==> config.mk <==
export PLATFORM = sky130hd
export DESIGN_NAME = byte_pair_shifter
export DESIGN_NICKNAME = d
export VERILOG_FILES = /design/src/rtl/bps_pkg.sv /design/src/rtl/bps_count_norm.sv /design/src/rtl/bps_byte_barrel.sv /design/src/rtl/byte_pair_shifter.sv
export SDC_FILE = /design/constraint.sdc
export NUM_CORES = 1
export LEC_CHECK = 0
export ABC_CLOCK_PERIOD_IN_PS = 3500
export BUFFER_PORTS_ARGS = -buffer_cell sky130_fd_sc_hd__buf_4
export CAP_MARGIN = 20
export CORE_MARGIN = 2
export CORE_UTILIZATION = 45
export DETAILED_ROUTE_END_ITERATION = 12
export PLACE_DENSITY = 0.66
export SYNTH_ARGS = -nofsm -noshare
export SYNTH_HDL_FRONTEND = slang
export SYNTH_SLANG_ARGS = --single-unit
==> constraint.sdc <==
create_clock -name clk -period 3.5 [get_ports clk]
set_clock_uncertainty 0.1 [all_clocks]
set_input_delay 0.175 -clock clk [delete_from_list [all_inputs] [get_ports clk]]
set_output_delay 0.175 -clock clk [all_outputs]
set_load 0.02 [all_outputs]
==> src/rtl/bps_pkg.sv <==
package bps_pkg;

    typedef enum logic [2:0] {
        SH_ACC_L  = 3'd0,
        SH_ACC_R  = 3'd1,
        SH_PAIR_L = 3'd2,
        SH_PAIR_R = 3'd3,
        SH_ROT_L  = 3'd4,
        SH_ROT_R  = 3'd5,
        SH_RSV_6  = 3'd6,
        SH_RSV_7  = 3'd7
    } shift_op_e;

endpackage

==> src/rtl/bps_count_norm.sv <==
module bps_count_norm
    import bps_pkg::*;
#(
    parameter int CNT_W  = 12,
    parameter int NBYTES = 5,
    parameter int AMT_W  = 4
) (
    input  logic [2:0]       op_i,
    input  logic [CNT_W-1:0] count_i,
    output logic [AMT_W-1:0] amt_o,
    output logic             unsup_o
);

    localparam int TOTAL = 2 * NBYTES;
    localparam logic [CNT_W-1:0] LIM_ACC  = CNT_W'(NBYTES);
    localparam logic [CNT_W-1:0] LIM_PAIR = CNT_W'(TOTAL);

    shift_op_e op;
    logic [CNT_W-1:0] wrapped;

    assign op      = shift_op_e'(op_i);
    assign wrapped = count_i % LIM_PAIR;

    always_comb begin
        amt_o   = '0;
        unsup_o = 1'b0;
        unique case (op)
            SH_ACC_L, SH_ACC_R: begin
                amt_o = (count_i >= LIM_ACC) ? AMT_W'(NBYTES) : AMT_W'(count_i);
            end
            SH_PAIR_L, SH_PAIR_R: begin
                amt_o = (count_i >= LIM_PAIR) ? AMT_W'(TOTAL) : AMT_W'(count_i);
            end
            SH_ROT_L, SH_ROT_R: begin
                amt_o = AMT_W'(wrapped);
            end
            default: begin
                unsup_o = 1'b1;
            end
        endcase
    end

endmodule

==> src/rtl/bps_byte_barrel.sv <==
module bps_byte_barrel #(
    parameter int BYTE_W = 6,
    parameter int NB     = 10,
    parameter int AMT_W  = 4
) (
    input  logic [NB*BYTE_W-1:0] data_i,
    input  logic [AMT_W-1:0]     amt_i,
    input  logic                 left_i,
    input  logic                 rotate_i,
    output logic [NB*BYTE_W-1:0] data_o
);

    localparam int TW = NB * BYTE_W;

    logic [TW-1:0] stage [AMT_W+1];

    assign stage[0] = data_i;

    for (genvar s = 0; s < AMT_W; s++) begin : g_stage
        localparam int LB = (1 << s) * BYTE_W;
        localparam int RB = ((1 << s) % NB) * BYTE_W;

        logic [TW-1:0] lin_l;
        logic [TW-1:0] lin_r;
        logic [TW-1:0] rot_l;
        logic [TW-1:0] rot_r;
        logic [TW-1:0] pick;

        if (LB >= TW) begin : g_flush
            assign lin_l = '0;
            assign lin_r = '0;
        end else begin : g_lin
            assign lin_l = {stage[s][TW-LB-1:0], {LB{1'b0}}};
            assign lin_r = {{LB{1'b0}}, stage[s][TW-1:LB]};
        end

        if (RB == 0) begin : g_rot_id
            assign rot_l = stage[s];
            assign rot_r = stage[s];
        end else begin : g_rot
            assign rot_l = {stage[s][TW-RB-1:0], stage[s][TW-1 -: RB]};
            assign rot_r = {stage[s][RB-1:0], stage[s][TW-1:RB]};
        end

        always_comb begin
            if (rotate_i) begin
                pick = left_i ? rot_l : rot_r;
            end else begin
                pick = left_i ? lin_l : lin_r;
            end
        end

        assign stage[s+1] = amt_i[s] ? pick : stage[s];
    end

    assign data_o = stage[AMT_W];

endmodule

==> src/rtl/byte_pair_shifter.sv <==
module byte_pair_shifter
    import bps_pkg::*;
#(
    parameter int BYTE_W = 6,
    parameter int NBYTES = 5,
    parameter int CNT_W  = 12
) (
    input  logic                     clk,
    input  logic                     rst_n,
    input  logic                     start_i,
    input  logic [2:0]               op_i,
    input  logic [CNT_W-1:0]         count_i,
    input  logic                     acc_sign_i,
    input  logic [BYTE_W*NBYTES-1:0] acc_mag_i,
    input  logic                     ext_sign_i,
    input  logic [BYTE_W*NBYTES-1:0] ext_mag_i,
    input  logic                     ovf_i,
    output logic                     done_o,
    output logic                     unsupported_o,
    output logic                     acc_sign_o,
    output logic [BYTE_W*NBYTES-1:0] acc_mag_o,
    output logic                     ext_sign_o,
    output logic [BYTE_W*NBYTES-1:0] ext_mag_o,
    output logic                     ovf_o
);

    localparam int MAG_W = BYTE_W * NBYTES;
    localparam int TOTAL = 2 * NBYTES;
    localparam int AMT_W = $clog2(TOTAL + 1);

    typedef struct packed {
        // capture stage
        logic             cap_v;
        shift_op_e        cap_op;
        logic [AMT_W-1:0] cap_amt;
        logic             cap_unsup;
        logic             cap_as;
        logic             cap_xs;
        logic             cap_ov;
        logic [MAG_W-1:0] cap_am;
        logic [MAG_W-1:0] cap_xm;
        // result stage
        logic             res_v;
        logic             res_unsup;
        logic             res_as;
        logic             res_xs;
        logic             res_ov;
        logic [MAG_W-1:0] res_am;
        logic [MAG_W-1:0] res_xm;
    } state_t;

    state_t st_d, st_q;

    logic [AMT_W-1:0]   norm_amt;
    logic               norm_unsup;
    logic [2*MAG_W-1:0] pair_in;
    logic [2*MAG_W-1:0] pair_out;
    logic [MAG_W-1:0]   acc_out;
    logic               pair_left;
    logic               pair_rot;
    logic               acc_left;

    bps_count_norm #(
        .CNT_W (CNT_W),
        .NBYTES(NBYTES),
        .AMT_W (AMT_W)
    ) u_norm (
        .op_i   (op_i),
        .count_i(count_i),
        .amt_o  (norm_amt),
        .unsup_o(norm_unsup)
    );

    assign pair_in   = {st_q.cap_am, st_q.cap_xm};
    assign pair_left = (st_q.cap_op == SH_PAIR_L) || (st_q.cap_op == SH_ROT_L);
    assign pair_rot  = (st_q.cap_op == SH_ROT_L)  || (st_q.cap_op == SH_ROT_R);
    assign acc_left  = (st_q.cap_op == SH_ACC_L);

    bps_byte_barrel #(
        .BYTE_W(BYTE_W),
        .NB    (TOTAL),
        .AMT_W (AMT_W)
    ) u_pair (
        .data_i  (pair_in),
        .amt_i   (st_q.cap_amt),
        .left_i  (pair_left),
        .rotate_i(pair_rot),
        .data_o  (pair_out)
    );

    bps_byte_barrel #(
        .BYTE_W(BYTE_W),
        .NB    (NBYTES),
        .AMT_W (AMT_W)
    ) u_acc (
        .data_i  (st_q.cap_am),
        .amt_i   (st_q.cap_amt),
        .left_i  (acc_left),
        .rotate_i(1'b0),
        .data_o  (acc_out)
    );

    always_comb begin
        st_d = st_q;

        // capture stage
        st_d.cap_v = start_i;
        if (start_i) begin
            st_d.cap_op    = shift_op_e'(op_i);
            st_d.cap_amt   = norm_amt;
            st_d.cap_unsup = norm_unsup;
            st_d.cap_as    = acc_sign_i;
            st_d.cap_xs    = ext_sign_i;
            st_d.cap_ov    = ovf_i;
            st_d.cap_am    = acc_mag_i;
            st_d.cap_xm    = ext_mag_i;
        end

        // result stage
        st_d.res_v     = st_q.cap_v;
        st_d.res_unsup = st_q.cap_v & st_q.cap_unsup;
        if (st_q.cap_v) begin
            st_d.res_as = st_q.cap_as;
            st_d.res_xs = st_q.cap_xs;
            st_d.res_ov = st_q.cap_ov;
            unique case (st_q.cap_op)
                SH_ACC_L, SH_ACC_R: begin
                    st_d.res_am = acc_out;
                    st_d.res_xm = st_q.cap_xm;
                end
                SH_PAIR_L, SH_PAIR_R, SH_ROT_L, SH_ROT_R: begin
                    st_d.res_am = pair_out[2*MAG_W-1:MAG_W];
                    st_d.res_xm = pair_out[MAG_W-1:0];
                end
                default: begin
                    st_d.res_am = st_q.cap_am;
                    st_d.res_xm = st_q.cap_xm;
                end
            endcase
        end
    end

    always_ff @(posedge clk) begin
        if (!rst_n) begin
            st_q <= '0;
        end else begin
            st_q <= st_d;
        end
    end

    assign done_o        = st_q.res_v;
    assign unsupported_o = st_q.res_unsup;
    assign acc_sign_o    = st_q.res_as;
    assign acc_mag_o     = st_q.res_am;
    assign ext_sign_o    = st_q.res_xs;
    assign ext_mag_o     = st_q.res_xm;
    assign ovf_o         = st_q.res_ov;

endmodule

==> results of run 1 <==
## flip-flops by register name, summed over array words and instances, names as in the netlist
register and count:
pair_in 60, acc_mag_o 30, ext_mag_o 30, st_q 11
acc_sign_o 1, done_o 1, ext_sign_o 1, ovf_o 1
st_d 1, unsupported_o 1
## per-layer routing
| layer | global-route usage (%) | up-vias |
|---|---|---|
| li1 | - | 7670 |
| met1 | 50.9 | 7838 |
| met2 | 61.4 | 929 |
| met3 | 10.3 | 191 |
| met4 | 21.1 | 0 |
| met5 | 0 | - |
## worst min-delay path, delay by kind of cell
| family | cells | cell delay (ps) |
|---|---|---|
| compound gates | 2 | 170 |
| buf+inv | 2 | 150 |
| simple gates | 1 | 40 |
## cell families after synthesis
kind of cell / after synthesis
compound gates: 695
fa+ha+maj: 4
mux: 134
flops: 137
buf+inv: 308
simple gates: 644
xor+xnor: 8
## stage by stage
step | hold slack [ps] | TNS (ps) | worst slack [ps] | util, % | instance area, µm²
final | 42.6 | 0 | 122 | 61.6 | 17600
after CTS | 42.0 | 0 | 7.47 | 61.0 | 17500
after global routing | 54.9 | -21.3 | -12.5 | 61.6 | 17600
after detailed placement | 317 | -587 | -231 | 56.4 | 16200
after floorplan | 197 | 0 | 39.1 | - | 13000
after global placement | 308 | -307 | -145 | 56.4 | 16200
## layout by cell type (no fill, tap or decap), types with 41 or more instances in the layout
master and count:
a22oi_1 54, a221oi_1 47, nor2_1 298, buf_4 452
o21ai_0 99, mux2i_1 125, dfxtp_1 129, o22ai_1 62
nand2_1 186, a31oi_1 87, a211oi_1 42, o211ai_1 47
inv_1 41, a21oi_1 139, dlygate4sd3_1 67, nand3_1 58
## path summary, 6_finish.rpt
check / start / to / slack [ps] / cells past startpoint
setup reg to reg: st_q[134]$_SDFFE_PN0P_ / ext_mag_o[10]$_SDFFE_PN0P_ / 120 / 15
hold reg to reg: st_q[128]$_SDFFE_PN0P_ / st_q[128]$_SDFFE_PN0P_ / 360 / 2
setup / recovery: st_q[134]$_SDFFE_PN0P_ / ext_mag_o[10]$_SDFFE_PN0P_ / 120 / 15
hold / removal: count_i[0] / st_q[129]$_SDFFE_PN0P_ / 40 / 5
## repair_timing
action                                  in CTS  in global routing
hold buffers                                67                  0
endpoints found under the hold margin       67                  0
cloned                                       0                  1
endpoints found under the setup margin       2                 47
pin swaps                                    1                  0
setup buffers                                4                  1
gates resized for setup                      0                 28
## layout make-up
class | instances | share of cell area (%)
Multi-Input combinational cell | 1485 | 51.5
Timing Repair Buffer | 544 | 25.8
Inverter | 45 | 0.965
Clock inverter | 14 | 0.901
Tap cell | 384 | 2.72
Clock buffer | 18 | 2.49
Sequential cell | 137 | 15.6
## report_power, final
group	leakage [nW]	switching [mW]	internal, mW
Clock	0.294	0.805	1.08
Sequential	1.13	0.168	1.66
Combinational	5.76	2.00	1.58
==> flow_metrics.py, run 1 <==
metrics = {
    "clock_tree": {
        "path_clk_slew_ps": 60,
        "cts_sinks": 137,
        "cts_buffers": 17,
        "cts_tree": "built",
        "clock-root-buffer": "clkbuf_16",
        "clock_path_buffers": 2,
        "clkLatencyLatePin_ps": 450,
        "htree_levels": 4,
    },
    "synth": {
        "synth_simple_gate_area_share_pct": 20.9,
        "synth-edff-count": 0,
        "yosysWarnings": 0,
        "syn_inst": 1930,
        "synth-adder-area-share_pct": 0.384,
        "synth_nets": 2015,
        "avgSynthCellArea_um2": 6.75,
        "syn_area_um2": 13000,
        "synth_xor_area_share_pct": 0.538,
        "ys_seq_area_share_pct": 21.0,
        "synth_top_family_by_area": "compound AO/OA/AOI/OAI gates",
        "muxShareOfSynthArea_pct": 10.4,
        "synth_most_common_cell": "nor2_1",
        "synth_common_cells": "nor2_1, nand2_1, clkbuf_1",
        "synth_compound_area_share_pct": 36.1,
        "yosysUniqueCellTypes": 68,
        "synth_seq_cells": 137,
        "synth_top_area_cell": "dfxtp_1",
        "async_flop_share_pct": 0,
        "synth_top_area_share_pct": 21.0,
        "synth_area_leaders": "dfxtp_1, mux2i_1, nor2_1, a21oi_1, nand2_1",
        "ys.flop_type": "dfxtp_1",
    },
    "placed_design": {
        "place_inst": 2522,
        "place.gp.congestion": 1.03,
        "dp_hpwl_um": 45400,
        "port_buffers": 145,
    },
    "drt": {
        "wirelength_um": 62000,
        "vias": 16600,
        "first_pass_iters": 7,
        "drt_iter0_drc": 2165,
        "dr_wl_met2_um": 27000,
        "wl_met1_um": 24900,
        "avgRoutedWirePerCell_um": 23.6,
        "drc": 0,
        "top_layer": "met4",
        "ant_nets": 0,
        "via_per_inst": 6.33,
        "dr_wl_met3_um": 6460,
    },
    "cells_and_area": {
        "finalNonFillerCells": 2627,
        "seqCellArea_um2": 2760,
        "fillCellCount": 2614,
        "drive_gt1_share_pct": 25.9,
        "syn_to_final_growth_pct": 35.4,
        "diodes": 0,
        "finalNetCount": 2315,
        "multiInputGateArea_um2": 9080,
    },
    "power": {
        "total_power_mw": 7.30,
        "powerDensity_nw_per_um2": 414,
        "ir_worst_vdd_mv": 0.353,
        "leakage_nw": 7.19,
    },
    "sta": {
        "finalSetupViolCount": 0,
        "hold_viol_final": 0,
        "max_slew_margin_pct": 40.4,
        "min_period_ps": 3380,
        "post-route-period-util_pct": 96.5,
        "drv_slew": 0,
        "rsz0062_at_grt": "yes",
        "worst_pin_slew_ps": 894,
        "max_freq_ghz": 0.296,
    },
    "floorplanning": {
        "rows": 62,
        "core_um2": 28600,
        "boundaryPins": 146,
        "initial_core_util_pct": 45.5,
        "die_h_um": 174,
        "fp.dieArea_um2": 30300,
        "die_w_um": 174,
    },
    "grt": {
        "grt_pass1_wl_um": 93400,
        "grt_max_degree": 141,
        "antenna_found_initial": 1,
        "grt_pass1_vias": 15600,
        "grt-ovfl-total": 0,
        "grtUsageTotal_pct": 39.8,
    },
    "setup_path": {
        "cp_max_fo": 19,
        "cp-start-kind": "register",
        "required_ps": 3680,
        "cp_data_arrival_time_ps": 3560,
        "critical_path.slowest_cell": "dfxtp_2",
        "critPathTopFamily": "compound AO/OA/AOI/OAI gates",
        "crit_type": "register to register",
        "endpoint_kind": "register",
        "crit_chain": "xor2_4 > buf_12 > nand2_4 > and2_1 > buf_12 > a221o_1 > o21ai_0 > buf_4 > nor2_1 > a21oi_1 > mux2i_1 > a21o_1 > a21oi_1 > a2bb2oi_2 > a211oi_1",
        "max_stage_delay_ps": 460,
        "crit_buf_inv": 3,
    },
    "flow_run": {
        "cap_violations": 0,
    },
    "outcome": {
        "status": "finished clean",
    },
    "worst_hold_path": {
        "hp-class": "primary input to register",
    },
}
(Power assumes the default switching activity.)
==> run 2, diff against run 1 <==
- CELL_PAD_IN_SITES_DETAIL_PLACEMENT: unset -> 1
- CELL_PAD_IN_SITES_GLOBAL_PLACEMENT: unset -> 1
- CORE_UTILIZATION: 45 -> 39
- PLACE_DENSITY: 0.66 -> unset
- PLACE_DENSITY_LB_ADDON: unset -> 0.1
==> run 2 against run 1 <==
Net effect: combinational power grew 8.1%; critical path depth rose by 1; register-to-register slack worse by 95 ps; cell area rose by 3.5%; maximum frequency fell by 2.7%.
==> flow_metrics.py, run 2 (synthesis results as in run 1) <==
metrics = {
    "outcome": {
        "status": "finished clean",
    },
    "setup_path": {
        "ff2ff_path_depth": 16,
        "cpMostUsedCell": "buf_4",
        "required_ps": 3780,
        "cp_data_arrival_time_ps": 3760,
        "crit_buf_inv": 4,
        "cp_max_fo": 20,
        "crit_type": "register to register",
        "max_stage_delay_ps": 560,
        "critical_path_depth": 16,
        "cp-start-kind": "register",
        "critical_path.slowest_cell": "a31oi_1",
        "endpoint_kind": "register",
        "crit_chain": "buf_4 > xor2_4 > buf_6 > nand3_1 > a31oi_1 > a221o_1 > o21ai_0 > buf_4 > nor2_1 > a21oi_1 > o22ai_1 > buf_4 > a22oi_1 > o21ai_0 > mux2i_1 > nor2_1",
        "critPathTopFamily": "compound AO/OA/AOI/OAI gates",
    },
    "drt": {
        "drt_iter0_drc": 1839,
        "vias": 17400,
        "first_pass_iters": 7,
        "via_per_inst": 6.38,
        "avgRoutedWirePerCell_um": 26.2,
        "drc": 0,
        "wirelength_um": 71400,
        "ant_nets": 0,
    },
    "power": {
        "intPower_mw": 4.58,
        "leakage_nw": 7.41,
        "ir_worst_vdd_mv": 0.376,
        "p_clk_share_pct": 26.3,
        "seqPwrFrac_pct": 23.6,
        "combPwrFrac_pct": 50.1,
        "power.net_switching_mw": 3.15,
        "powerDensity_nw_per_um2": 423,
        "swShare_pct": 40.8,
        "total_power_mw": 7.73,
    },
    "clock_tree": {
        "clock-root-buffer": "clkbuf_16",
        "htree_levels": 4,
        "cts_tree": "built",
        "path_clk_slew_ps": 70,
        "clkLatencyLatePin_ps": 460,
        "cts_sinks": 137,
        "clock_path_buffers": 2,
        "cts_buffers": 17,
    },
    "cells_and_area": {
        "fin_area_um2": 18300,
        "drive_gt1_share_pct": 28.8,
        "largest_reg_flops": 60,
        "mostFrequentLayoutCell": "buf_4",
        "finalNetCount": 2350,
        "syn_to_final_growth_pct": 40.1,
        "final_cell_mix": "buf_4, nor2_1, nand2_1",
        "utilization_pct": 55.9,
    },
    "sta": {
        "rsz0062_at_grt": "yes",
        "max_slew_margin_pct": 41.8,
        "drv_slew": 0,
        "worst_pin_slew_ps": 874,
        "post-route-period-util_pct": 99.2,
        "finalSetupViolCount": 0,
        "setup_ws_ps": 26.8,
        "min_period_ps": 3470,
        "max_freq_ghz": 0.288,
        "hold_viol_final": 0,
    },
    "floorplanning": {
        "rows": 66,
        "boundaryPins": 146,
        "fp.dieArea_um2": 34900,
        "initial_core_util_pct": 39.9,
        "core_um2": 32700,
        "die_h_um": 187,
        "die_w_um": 187,
    },
    "placed_design": {
        "port_buffers": 145,
        "post_dp_cell_area_um2": 16400,
        "dp_hpwl_um": 49600,
        "pre_cts_ws_ps": -411,
        "place.gp.congestion": 0.988,
    },
    "grt": {
        "grt_pass1_vias": 17500,
        "grtUsageTotal_pct": 39.4,
        "grt-ovfl-total": 0,
        "grt_max_degree": 82,
        "grt_pass1_wl_um": 106000,
        "antenna_found_initial": 2,
    },
    "flow_run": {
        "cap_violations": 0,
    },
    "worst_hold_path": {
        "min_path_cells": 2,
        "hp-class": "primary input to register",
    },
}
==> run 2: cell count changes in the layout (fill, tap and decap cells not counted), moves of 5 or more <==
cell      change
buf_4        +37
a221oi_1     -12
a221oi_2     +11
o21ai_0      -10
o21ai_1       +8
a21oi_1       -7
a21oi_2       +7
a31oi_1       -5
a31oi_4       +5
==> run 2: what timing repair did <==
item,in CTS,in global routing
gates cloned,1,0
setup buffers,0,8
resized for setup,6,79
hold buffers,67,0
endpoints found under the hold margin,67,0
endpoints found under the setup margin,26,51
pin swaps,1,17
==> run 2: final cells by class <==
type / instances / area [µm²]
diodes: 2 / 5.00
clock buffers: 20 / 458
clock inverters: 12 / 188
multi-input cells: 1486 / 9370
repair buffers: 578 / 4760
fillers: 4163 / 14400
flip-flops and latches: 137 / 2760
inverters: 45 / 170
well taps: 442 / 553
==> run 2: through the flow <==
stage	hold WS, ps	cells	TNS, ps
after global routing	48.8	2721	-520
final	61.9	2722	0
after detailed placement	316	2612	-1790
after floorplan	197	1930	0
after global placement	308	2612	-689
after CTS	27.4	2712	0
==> run 2: power by group through the flow <==
stage	clock network, mW	logic, mW	registers, mW
6_report	2.03	3.87	1.83
5_1_grt	2.11	4.09	1.83
4_1_cts	2.04	3.60	1.81
3_5_place_dp	0	3.51	1.85
3_3_place_gp	0	3.43	1.84
2_1_floorplan	0	1.89	1.75
==> run 2: metal layers <==
metal / GRT usage, % / part of all wire [%] / up-vias
li1: - / - / 7735
met1: 48.8 / 40 / 8550
met2: 64.6 / 46 / 843
met3: 6.25 / 7.2 / 240
met4: 23.6 / 6.4 / 0
met5: 0 / 0 / -
==> run 2: worst paths after layout <==
kind                                   from                    endpoint  slack (ps)
setup / recovery     st_q[135]$_SDFFE_PN0P_  acc_mag_o[10]$_SDFFE_PN0P_          30
hold / removal                        rst_n   ext_mag_o[1]$_SDFFE_PN0P_          60
hold reg to reg   acc_mag_o[1]$_SDFFE_PN0P_   acc_mag_o[1]$_SDFFE_PN0P_         370
setup reg to reg     st_q[135]$_SDFFE_PN0P_  acc_mag_o[10]$_SDFFE_PN0P_          30
==> run 3, diff against run 2 <==
- CORE_MARGIN: 2 -> unset
- CORE_UTILIZATION: 39 -> 42
- SYNTH_HIERARCHICAL: unset -> 1
==> run 3 against run 2 <==
Net effect: the flow now finishes with violations (max-slew violations); synthesized area is 44% higher; critical path depth is 5 lower; utilization is 4.7 points lower; via count is 29% higher; highest routed layer unchanged; synthesized cell count is 26% higher; largest power group unchanged; critical path type unchanged; die area is 30% higher; largest cell class unchanged; worst hold slack better by 87 ps; first-iteration DRC count is 40% higher; combinational power is 4% higher.
==> flow_metrics.py, run 3 <==
metrics = {
    "outcome": {
        "status": "finished with violations",
        "violations": "max-slew violations",
    },
    "setup_path": {
        "critical_path.slowest_cell": "nor2_1",
        "cpMostUsedCell": "buf_4",
        "cp-start-kind": "register",
        "cp_data_arrival_time_ps": 3770,
        "critPathTopFamily": "simple AND/OR/NAND/NOR gates",
        "crit_type": "register to register",
        "crit_chain": "buf_4 > ha_1 > nand2b_1 > buf_4 > nor2_1 > buf_4 > o211ai_1 > a21oi_1 > a21o_1 > a221oi_2 > nor3b_2",
        "crit_buf_inv": 3,
        "cp_max_fo": 10,
        "required_ps": 3810,
        "max_stage_delay_ps": 960,
        "endpoint_kind": "register",
    },
    "drt": {
        "avgRoutedWirePerCell_um": 31.2,
        "drc": 0,
        "via_per_inst": 7.07,
        "first_pass_iters": 5,
        "ant_nets": 0,
        "drt_iter0_drc": 2583,
        "wirelength_um": 98900,
        "vias": 22400,
    },
    "synth": {
        "synth-edff-count": 0,
        "synth-adder-area-share_pct": 0.268,
        "synth_compound_area_share_pct": 40.1,
        "syn_area_um2": 18700,
        "synth_simple_gate_area_share_pct": 20.5,
        "synth_top_family_by_area": "compound AO/OA/AOI/OAI gates",
        "muxShareOfSynthArea_pct": 13.4,
        "yosysWarnings": 6,
        "avgSynthCellArea_um2": 7.71,
        "ys.flop_type": "dfxtp_1",
        "synth_seq_cells": 137,
        "yosysUniqueCellTypes": 99,
        "synth_top_area_cell": "dfxtp_1",
        "synth_most_common_cell": "mux2i_1",
        "syn_inst": 2425,
        "synth_common_cells": "mux2i_1, nor2_1, o21ai_0",
        "synth_xor_area_share_pct": 0.502,
        "synth_area_leaders": "dfxtp_1, mux2i_1, o21ai_0, buf_4, a21oi_1",
        "async_flop_share_pct": 0,
        "ys_seq_area_share_pct": 14.7,
        "synth_top_area_share_pct": 14.7,
    },
    "cells_and_area": {
        "mostFrequentLayoutCell": "buf_4",
        "largest_reg_flops": 60,
        "utilization_pct": 51.1,
        "syn_to_final_growth_pct": 18.8,
        "final_cell_mix": "buf_4, mux2i_1, nor2_1",
        "finalNetCount": 2655,
        "fillCellCount": 5291,
        "drive_gt1_share_pct": 24.7,
    },
    "placed_design": {
        "port_buffers": 145,
        "place.gp.congestion": 1.02,
        "dp_hpwl_um": 69400,
        "pre_cts_ws_ps": -434,
    },
    "power": {
        "ir_worst_vdd_mv": 0.419,
        "leakage_nw": 7.78,
        "total_power_mw": 7.86,
        "powerDensity_nw_per_um2": 354,
    },
    "clock_tree": {
        "htree_levels": 4,
        "clock-root-buffer": "clkbuf_16",
        "cts_tree": "built",
        "path_clk_slew_ps": 60,
        "clkLatencyLatePin_ps": 490,
        "clock_path_buffers": 2,
        "cts_buffers": 17,
        "cts_sinks": 137,
    },
    "flow_run": {
        "cap_violations": 0,
    },
    "sta": {
        "hold_viol_final": 0,
        "min_period_ps": 3460,
        "finalSetupViolCount": 0,
        "drv_slew": 12,
        "max_freq_ghz": 0.289,
        "setup_ws_ps": 43.5,
        "max_slew_margin_pct": -5.84,
        "post-route-period-util_pct": 98.8,
        "worst_pin_slew_ps": 1580,
    },
    "grt": {
        "grt-ovfl-total": 0,
        "grtUsageTotal_pct": 42.8,
        "grt_pass1_vias": 22000,
        "antenna_found_initial": 2,
        "grt_pass1_wl_um": 144000,
        "grt_max_degree": 138,
    },
    "floorplanning": {
        "boundaryPins": 146,
        "fp.dieArea_um2": 45400,
        "core_um2": 43500,
        "die_w_um": 213,
        "die_h_um": 213,
        "initial_core_util_pct": 43.0,
        "rows": 76,
    },
    "worst_hold_path": {
        "hp-class": "primary input to register",
    },
}
[run 3: cell types whose count changed after synthesis, moves of 48 or more]
cell,before,now
mux2i_1,126,225
clkbuf_1,173,116
buf_2,6,86
nand3b_1,1,60
nand2_1,187,118
nor2b_1,4,90
nor2_1,302,158
o21ai_0,100,148
a311oi_1,0,54
a22oi_1,55,5
[run 3: where the power goes]
part	internal [mW]	switching [mW]	leakage [nW]
Clock	1.03	0.881	0.288
Combinational	1.56	2.44	6.36
Sequential	1.66	0.276	1.13
[run 3: stage by stage]
stage / setup TNS [ps] / hold WS (ps) / instances / area [µm²]
final: 0 / 149 / 3172 / 22200
after global routing: -28.4 / 181 / 3169 / 22200
after CTS: 0 / 133 / 3157 / 21900
after detailed placement: -972 / 341 / 3058 / 20700
after global placement: -617 / 329 / 3057 / 20700
after floorplan: -115 / 244 / 2430 / 18700
[run 3: worst reg2reg max path, delay by kind of cell (launching register included)]
family | cells | cell delay (ps)
simple gates | 3 | 1260
buf+inv | 3 | 660
compound gates | 4 | 540
fa+ha+maj | 1 | 450
flops | 1 | 360
[run 3: cell families after synthesis]
group,Yosys count
buf+inv,348
flops,137
mux,247
simple gates,699
fa+ha+maj,4
compound gates,980
other cells,1
xor+xnor,9
[run 3: worst paths after layout]
kind | to | from | slack, ps | depth (start not counted)
setup reg to reg | acc_mag_o[26]$_SDFFE_PN0P_ | st_q[135]$_SDFFE_PN0P_ | 40 | 11
setup / recovery | acc_mag_o[26]$_SDFFE_PN0P_ | st_q[135]$_SDFFE_PN0P_ | 40 | 11
hold / removal | ext_mag_o[28]$_SDFFE_PN0P_ | rst_n | 150 | 3
hold reg to reg | ext_mag_o[28]$_SDFFE_PN0P_ | ext_mag_o[28]$_SDFFE_PN0P_ | 430 | 2
[run 3: cell type report]
type	count	area [µm²]	area share, %
multi-input cells	1945	14200	63.9
diodes	4	10.0	0.0451
clock inverters	13	133	0.597
repair buffers	451	3860	17.4
inverters	18	67.6	0.304
clock buffers	19	453	2.04
flip-flops and latches	137	2760	12.4
well taps	585	732	3.29
[run 3: routing by layer]
metal	part of all wire [%]	wire length (µm)	track usage, %	up-vias
met5	0	0	0	-
met4	5.5	5430	23.9	0
met3	11	10500	12.0	267
met2	44	43300	64.1	1322
met1	40	39800	54.8	11200
li1	-	-	-	9646
[run 3: repair_timing]
action / 4_1_cts / 5_1_grt
hold buffers: 67 / 0
setup buffers: 0 / 9
resized for setup: 0 / 30
setup endpoints to repair: 0 / 10
endpoints found under the hold margin: 67 / 0
